--- src/rtl/pc_exc_pkg.sv ---
package pc_exc_pkg;
    typedef enum logic [1:0] {
        SEL_ALU_RES = 2'b00,
        SEL_ALU_OUT = 2'b01,
        SEL_JUMP    = 2'b10,
        SEL_VECTOR  = 2'b11
    } pc_sel_e;
endpackage

--- src/rtl/pc_write_gate.sv ---
module pc_write_gate (
    input  logic pc_wr,
    input  logic pc_wr_cond,
    input  logic br_ne,
    input  logic zero,
    input  logic rfe,
    output logic load
);
    logic branch_ok;

    always_comb begin
        branch_ok = br_ne ? ~zero : zero;
        load      = rfe | pc_wr | (pc_wr_cond & branch_ok);
    end
endmodule

--- src/rtl/pc_next_mux.sv ---
module pc_next_mux
    import pc_exc_pkg::*;
#(
    parameter int          XLEN   = 32,
    parameter logic [31:0] VECTOR = 32'hC000_0000
) (
    input  logic [1:0]      pc_src,
    input  logic            rfe,
    input  logic [XLEN-1:0] pc,
    input  logic [XLEN-1:0] epc,
    input  logic [XLEN-1:0] alu_res,
    input  logic [XLEN-1:0] alu_out,
    input  logic [XLEN-1:0] instr,
    output logic [XLEN-1:0] pc_next
);
    localparam int JIDX_W = XLEN - 6;

    logic [XLEN-1:0] jump_tgt;
    logic [XLEN-1:0] sel_val;

    always_comb begin
        jump_tgt = {pc[XLEN-1 -: 4], instr[JIDX_W-1:0], 2'b00};
        unique case (pc_sel_e'(pc_src))
            SEL_ALU_RES: sel_val = alu_res;
            SEL_ALU_OUT: sel_val = alu_out;
            SEL_JUMP:    sel_val = jump_tgt;
            SEL_VECTOR:  sel_val = VECTOR[XLEN-1:0];
            default:     sel_val = alu_res;
        endcase
        pc_next = rfe ? epc : sel_val;
    end
endmodule

--- src/rtl/exc_state_regs.sv ---
module exc_state_regs #(
    parameter int XLEN    = 32,
    parameter int CAUSE_W = 32
) (
    input  logic               clk,
    input  logic               rst_n,
    input  logic               epc_wr,
    input  logic               cause_wr,
    input  logic               int_cause,
    input  logic [XLEN-1:0]    alu_res,
    output logic [XLEN-1:0]    epc,
    output logic [CAUSE_W-1:0] cause
);
    always_ff @(posedge clk) begin
        if (!rst_n) begin
            epc   <= '0;
            cause <= '0;
        end else begin
            if (epc_wr)
                epc <= alu_res;
            if (cause_wr)
                cause <= {{(CAUSE_W-1){1'b0}}, int_cause};
        end
    end
endmodule

--- src/rtl/pc_exc_unit.sv ---
module pc_exc_unit #(
    parameter int          XLEN    = 32,
    parameter int          CAUSE_W = 32,
    parameter logic [31:0] VECTOR  = 32'hC000_0000
) (
    input  logic               clk,
    input  logic               rst_n,
    input  logic [1:0]         pc_src,
    input  logic               pc_wr,
    input  logic               pc_wr_cond,
    input  logic               br_ne,
    input  logic               zero,
    input  logic               rfe,
    input  logic               epc_wr,
    input  logic               cause_wr,
    input  logic               int_cause,
    input  logic [XLEN-1:0]    alu_res,
    input  logic [XLEN-1:0]    alu_out,
    input  logic [XLEN-1:0]    instr,
    output logic [XLEN-1:0]    pc,
    output logic [XLEN-1:0]    epc,
    output logic [CAUSE_W-1:0] cause
);
    logic            pc_load;
    logic [XLEN-1:0] pc_next;

    pc_write_gate u_gate (
        .pc_wr      (pc_wr),
        .pc_wr_cond (pc_wr_cond),
        .br_ne      (br_ne),
        .zero       (zero),
        .rfe        (rfe),
        .load       (pc_load)
    );

    pc_next_mux #(.XLEN(XLEN), .VECTOR(VECTOR)) u_mux (
        .pc_src  (pc_src),
        .rfe     (rfe),
        .pc      (pc),
        .epc     (epc),
        .alu_res (alu_res),
        .alu_out (alu_out),
        .instr   (instr),
        .pc_next (pc_next)
    );

    exc_state_regs #(.XLEN(XLEN), .CAUSE_W(CAUSE_W)) u_exc (
        .clk       (clk),
        .rst_n     (rst_n),
        .epc_wr    (epc_wr),
        .cause_wr  (cause_wr),
        .int_cause (int_cause),
        .alu_res   (alu_res),
        .epc       (epc),
        .cause     (cause)
    );

    always_ff @(posedge clk) begin
        if (!rst_n)
            pc <= '0;
        else if (pc_load)
            pc <= pc_next;
    end
endmodule

--- config.mk ---
export PLATFORM = sky130hd
export DESIGN_NAME = pc_exc_unit
export DESIGN_NICKNAME = d
export VERILOG_FILES = /design/src/rtl/pc_exc_pkg.sv /design/src/rtl/pc_write_gate.sv /design/src/rtl/pc_next_mux.sv /design/src/rtl/exc_state_regs.sv /design/src/rtl/pc_exc_unit.sv
export SDC_FILE = /design/constraint.sdc
export NUM_CORES = 1
export LEC_CHECK = 0
export BUFFER_PORTS_ARGS = -buffer_cell sky130_fd_sc_hd__clkbuf_2
export CORE_ASPECT_RATIO = 1.4
export CORE_MARGIN = 2
export CORE_UTILIZATION = 48
export CTS_CLUSTER_DIAMETER = 40
export DETAILED_ROUTE_END_ITERATION = 7
export PLACE_DENSITY = 0.89
export SETUP_SLACK_MARGIN = 0.15
export SYNTH_ARGS = -nofsm -noshare
export SYNTH_HDL_FRONTEND = slang
export SYNTH_SLANG_ARGS = --single-unit
--- constraint.sdc ---
create_clock -name clk -period 3.8 [get_ports clk]
set_input_delay 0.76 -clock clk [delete_from_list [all_inputs] [get_ports clk]]
set_output_delay 0.76 -clock clk [all_outputs]
set_load 0.02 [all_outputs]
Yosys cells after proc, flatten, opt, wreduce, memory -nomap -nowiden
Index checks and enable logic that the tools add are counted.

Flip-flop bits (word level): 65. Input port bits: 108. Output and inout bits: 96. Word-level logic and storage cells: 17.

Equality and inequality tests: 4. Multiplexer cells: 3. Bitwise operators: 4. Reductions and logical operators: 2.

Operators by type and width (count): 32-bit one-hot mux with 4 select lines (1); 32-bit 2-to-1 mux (1); 2-bit == test (second input constant) (2); 2-bit by 1-bit == test with 1-bit output (second input constant) (1); 2-bit logical NOT (1); 2-bit inequality test (second input constant) (1); 1-bit OR (2); 2-bit AND reduction (1); 1-bit bitwise AND (1); 1-bit 2-to-1 mux (1); 1-bit NOT (1).

Logic depth before layout (Yosys ltp)
Word-level depth: 5. Gate-level depth with buffers: 7. Depth with buffers taken out: 4.

Modules after synthesis
Synthesis repeated with hierarchy kept, for this count alone.

Cells, all modules: 362. Area total of the unflattened synthesis: 4041.4 um^2.

By module, submodules not included: exc_state_regs (instances 1, cells an instance 138, area an instance 1516.5 um^2, sequential area each 660.6 um^2); pc_next_mux (instances 1, cells an instance 119, area an instance 1263.7 um^2, sequential area each 0.0 um^2); pc_exc_unit (instances 1, cells an instance 103, area an instance 1243.7 um^2, sequential area each 640.6 um^2); pc_write_gate (instances 1, cells an instance 2, area an instance 17.5 um^2, sequential area each 0.0 um^2).

Worst setup path after synthesis
No wires, ideal clock.

Path type: in2reg. Start: input port pc_src[0]. End: register pc[12]. Setup time: 0.124 ns. Data arrival time: 1.697 ns. Required time: 3.676 ns. Path slack: 1.979 ns. Cell stages on the path: 5. Buffers on the path: 2. Cells stage by stage: clkbuf_2 buf_4 mux2_2 a221oi_1 a21oi_1.

Longest elaborated chain between the ends: 3. Elaborated cells on any way between the ends: 6. Classes of those cells: eq/ne: 3; mux: 2; reduce/logical: 1.

Ends and longest elaborated chain: from (decl) (RTL line pc_exc_unit.sv:8) `input logic [1:0] pc_src,`; 2-bit == test, or another cell as far along (RTL line pc_next_mux.sv:23) `unique case (pc_sel_e'(pc_src))`; 32-bit one-hot mux with 4 select lines (*) (RTL line pc_next_mux.sv:23); 32-bit 2-to-1 mux (*) (RTL line pc_next_mux.sv:30) `pc_next = rfe ? epc : sel_val;`; to (signal assigned) (RTL line pc_exc_unit.sv:62) `pc <= pc_next;`; to (decl) (RTL line pc_exc_unit.sv:20) `output logic [XLEN-1:0] pc,`.

Mark *: on every way between the ends. The rest lies on a longest branch, timed or not. A chain may end at the register's enable or synchronous reset.

Worst setup path in the final report
Start: input port rfe. End: register pc[14].

Longest elaborated chain between the ends: 2. Elaborated cells on any way between the ends: 3. Classes of those cells: mux: 1; bitwise: 2.

Ends and longest elaborated chain: from (decl) (RTL line pc_exc_unit.sv:13) `input logic rfe,`; 1-bit OR (2 in a row) (RTL line pc_write_gate.sv:13) `load = rfe | pc_wr | (pc_wr_cond & branch_ok);`.

Parallel ways exist; a longest one is shown, timed or not.

==> impl_metrics.prom <==
# TYPE chip_impl_metric gauge
chip_impl_info{name="run_status",value="finished, final reports clean"} 1
chip_impl_metric{name="drcViolationCount",unit=""} 0
chip_impl_metric{name="fin_crit",unit="ns"} 2.176
chip_impl_metric{name="cts.repair_timing.setup_buffer_count",unit=""} 0
chip_impl_metric{name="place.port_buffers",unit=""} 166
chip_impl_metric{name="cell_row_count",unit=""} 37
chip_impl_metric{name="grt_pass1_vias",unit=""} 3272
chip_impl_metric{name="flow.area_growth_from_synthesis",unit="%"} 23.46
chip_impl_metric{name="yosys_register_bits",unit=""} 65
chip_impl_metric{name="cts_inserted_buffers",unit=""} 9
chip_impl_metric{name="netSwitchingPower",unit="uW"} 519.7
chip_impl_metric{name="worst_slew_pin_tran",unit="ns"} 1.226
chip_impl_metric{name="timing.reg2reg.worst_path_depth",unit=""} 3
chip_impl_info{name="cts-root-buf",value="sky130_fd_sc_hd__clkbuf_8"} 1
chip_impl_metric{name="worst-endpoint-required",unit="ns"} 4.02
chip_impl_info{name="highest_metal_layer_with_signal_wires",value="met4"} 1
chip_impl_metric{name="clock_tree.buffer_depth",unit=""} 2
chip_impl_metric{name="power_total",unit="mW"} 1.677
chip_impl_metric{name="totalWireLength",unit="um"} 9963
chip_impl_metric{name="final_hold_viol_count",unit=""} 0
chip_impl_metric{name="fin_skew",unit="ns"} 0.004017
chip_impl_metric{name="cts-resized-gates",unit=""} 0
chip_impl_metric{name="power.leakage",unit="nW"} 2.252
chip_impl_metric{name="share_clk_of_total_power",unit="%"} 30.6
chip_impl_metric{name="ant_nets",unit=""} 0
chip_impl_metric{name="timing.slew.headroom",unit="%"} 18.25
chip_impl_metric{name="detail_route.iter0.violations",unit=""} 137
chip_impl_info{name="worst_setup_path_start_kind",value="input port"} 1
chip_impl_metric{name="post_drt_wl_per_cell",unit="um"} 15.74
chip_impl_metric{name="final_max_slew_viol_count",unit=""} 0
chip_impl_metric{name="yosys.area.top_type_share",unit="%"} 35.68
chip_impl_metric{name="synth-warning-count",unit=""} 0
chip_impl_metric{name="metal2_wl",unit="um"} 5380
chip_impl_metric{name="aggregate_global_route_resource_usage",unit="%"} 23.62
chip_impl_info{name="critPathCaptureType",value="flop"} 1
chip_impl_metric{name="gp_routability_congestion",unit=""} 0.8865
chip_impl_metric{name="cp.arrival",unit="ns"} 2.40
chip_impl_metric{name="fin_worst_hold_slack",unit="ns"} 0.4565
chip_impl_info{name="worstHoldPathType",value="reg -> reg"} 1
chip_impl_metric{name="drive_above_1_share",unit="%"} 38.81
chip_impl_metric{name="sw_frac_of_total",unit="%"} 31.00
chip_impl_metric{name="num_io_pins",unit=""} 204
chip_impl_metric{name="post_synthesis_instance_area",unit="um2"} 3647
chip_impl_metric{name="global_route_wire_length_before_repair",unit="um"} 15470
chip_impl_metric{name="num-nets-final",unit=""} 641
chip_impl_metric{name="powerDensity",unit="nW/um2"} 372.3
chip_impl_info{name="post-synth-top-count-cell",value="sky130_fd_sc_hd__dfxtp_1"} 1
chip_impl_metric{name="hold_depth",unit=""} 2
chip_impl_metric{name="ctsHoldBuffers",unit=""} 0
chip_impl_metric{name="clk_pin_slew",unit="ns"} 0.07
chip_impl_metric{name="via_per_inst",unit=""} 5.286
chip_impl_metric{name="fin_crit_sh",unit="%"} 57.27
chip_impl_info{name="post_synth_most_frequent_cells",value="sky130_fd_sc_hd__dfxtp_1, sky130_fd_sc_hd__mux2i_1, sky130_fd_sc_hd__buf_4, sky130_fd_sc_hd__nor2b_1, sky130_fd_sc_hd__nand2_1"} 1
chip_impl_metric{name="synth.distinct_cells",unit=""} 31
chip_impl_metric{name="intPower",unit="mW"} 1.157
chip_impl_metric{name="setup_viol",unit=""} 0
chip_impl_metric{name="synthArstFlopShare",unit="%"} 0
chip_impl_info{name="unrepaired_setup_endpoints_after_global_routing",value="false"} 1
chip_impl_metric{name="area_of_the_die",unit="um2"} 8322
chip_impl_metric{name="chip_height",unit="um"} 107.1
chip_impl_metric{name="drt_pre_antenna_iters",unit=""} 4
chip_impl_metric{name="totalNegativeSetupSlack",unit="ns"} 0
chip_impl_metric{name="antennaDiodeCount",unit=""} 0
chip_impl_metric{name="clk_latency",unit="ns"} 0.34
chip_impl_metric{name="core_area",unit="um2"} 7361
chip_impl_metric{name="wirelength_met1",unit="um"} 3791
chip_impl_metric{name="grt.overflow.total",unit=""} 0
chip_impl_info{name="timing.setup.critical_path_class",value="in -> reg"} 1
chip_impl_info{name="synth.top_cells.by_area",value="sky130_fd_sc_hd__dfxtp_1, sky130_fd_sc_hd__mux2i_1, sky130_fd_sc_hd__buf_4"} 1
chip_impl_metric{name="number_of_antenna_violations_at_the_first_check_in_global_routing",unit=""} 0
chip_impl_metric{name="synth-edff-count",unit=""} 0
chip_impl_metric{name="yosysSeqAreaShare",unit="%"} 35.68
chip_impl_metric{name="largest_net_degree_at_the_start_of_global_routing",unit=""} 66
chip_impl_metric{name="cap_viol_max_count",unit=""} 0
chip_impl_metric{name="cts_sinks",unit=""} 65
chip_impl_metric{name="met3_length",unit="um"} 526
chip_impl_metric{name="maximum_clock_frequency",unit="MHz"} 459.5
chip_impl_metric{name="dpl.hpwl",unit="um"} 6929
chip_impl_metric{name="final.fill_count",unit=""} 613
chip_impl_info{name="yosys_most_used_dff",value="sky130_fd_sc_hd__dfxtp_1"} 1
chip_impl_metric{name="power.ir.vdd_worst",unit="mV"} 0.2562
chip_impl_metric{name="combPwrFrac",unit="%"} 24.1
chip_impl_metric{name="p_seq_share",unit="%"} 45.2
chip_impl_metric{name="routed-via-count",unit=""} 3346
chip_impl_metric{name="path_max_fanout",unit=""} 32
chip_impl_metric{name="synth_area_per_cell",unit="um2"} 9.449
chip_impl_info{name="synth_area_leader_cell",value="sky130_fd_sc_hd__dfxtp_1"} 1
chip_impl_metric{name="initial_utilization",unit="%"} 49.55
chip_impl_metric{name="htree_levels",unit=""} 3
chip_impl_metric{name="synthCells",unit=""} 386
chip_impl_metric{name="dieWidth",unit="um"} 77.67
chip_impl_info{name="cts_tree",value="yes"} 1
-- routing by layer --
layer,vias up,global-route usage [%]
met1,1571,24.83
met5,-,0
met3,21,3.872
li1,1605,-
met4,0,13.27
met2,149,43.84
-- final cells by class --
| class | count | area (um2) | area share [%] |
|---|---|---|---|
| clock buffer | 14 | 162.7 | 3.612 |
| inverter | 26 | 97.59 | 2.167 |
| multi-input combinational | 261 | 1959 | 43.51 |
| sequential | 65 | 1301 | 28.90 |
| tap | 97 | 121.4 | 2.695 |
| timing repair buffer | 170 | 860.8 | 19.12 |
-- cell usage in the layout, fill, tap and decap left out, types with 4 or more instances in the layout --
master and n:
sky130_fd_sc_hd__a21boi_0 4, sky130_fd_sc_hd__a21boi_2 19, sky130_fd_sc_hd__buf_4 4, sky130_fd_sc_hd__clkbuf_2 166
sky130_fd_sc_hd__clkbuf_8 11, sky130_fd_sc_hd__conb_1 31, sky130_fd_sc_hd__dfxtp_1 65, sky130_fd_sc_hd__inv_1 26
sky130_fd_sc_hd__mux2_2 6, sky130_fd_sc_hd__mux2i_1 57, sky130_fd_sc_hd__nand2_1 27, sky130_fd_sc_hd__nor2_1 4
sky130_fd_sc_hd__nor2b_1 35, sky130_fd_sc_hd__o211a_1 4, sky130_fd_sc_hd__o211ai_1 24, sky130_fd_sc_hd__o221ai_1 26
-- flip-flops by register name, indices dropped and copies added (netlist names) --
register,flops
pc,32
u_exc.cause,1
u_exc.epc,32
-- metrics by stage --
stage / util [%] / instance area (um2) / cells / setup slack [ns]
after floorplan: - / 3760 / 416 / 1.979
after global placement: 58.97 / 4340 / 619 / 1.317
after detailed placement: 58.97 / 4340 / 619 / 1.283
after CTS: 61.18 / 4503 / 633 / 1.643
after global routing: 61.18 / 4503 / 633 / 1.499
final: 61.18 / 4503 / 633 / 1.624
-- worst paths after layout --
path	start	end	slack [ns]
worst min-delay path	pc[10]	pc[10]	0.46
worst min register to register	pc[10]	pc[10]	0.46
worst max register to register	u_exc.epc[28]	pc[28]	2.90
worst max-delay path	rfe	pc[14]	1.62
-- cell families (layout without fill, tap and decap cells) --
logic type	Yosys count	in the layout	share of synthesized area, %
AOI/OAI and AO/OA	92	92	22.26
DFF	65	65	35.68
other	1	31	0.1028
xor gates and xnor gates	1	1	0.2402
and+or+nand+nor	74	74	10.53
muxes	63	63	17.50
buffers and inverters	90	210	13.69
-- power by group through the flow --
stage | combinational, mW | sequential (mW) | clock [mW]
floorplan | 0.233 | 0.827 | 0
global route | 0.437 | 0.763 | 0.552
finish | 0.405 | 0.758 | 0.514
detailed placement | 0.404 | 0.772 | 0
global placement | 0.394 | 0.771 | 0
CTS | 0.405 | 0.758 | 0.523
-- critical path, stage by stage --
cell,delay [ns]
sky130_fd_sc_hd__clkbuf_2,0.21
sky130_fd_sc_hd__inv_1,0.54
sky130_fd_sc_hd__buf_4,0.44
sky130_fd_sc_hd__o221ai_1,0.19
sky130_fd_sc_hd__o211ai_1,0.14
sky130_fd_sc_hd__a21boi_0,0.10
No activity file was read; power rests on OpenSTA's default activity.
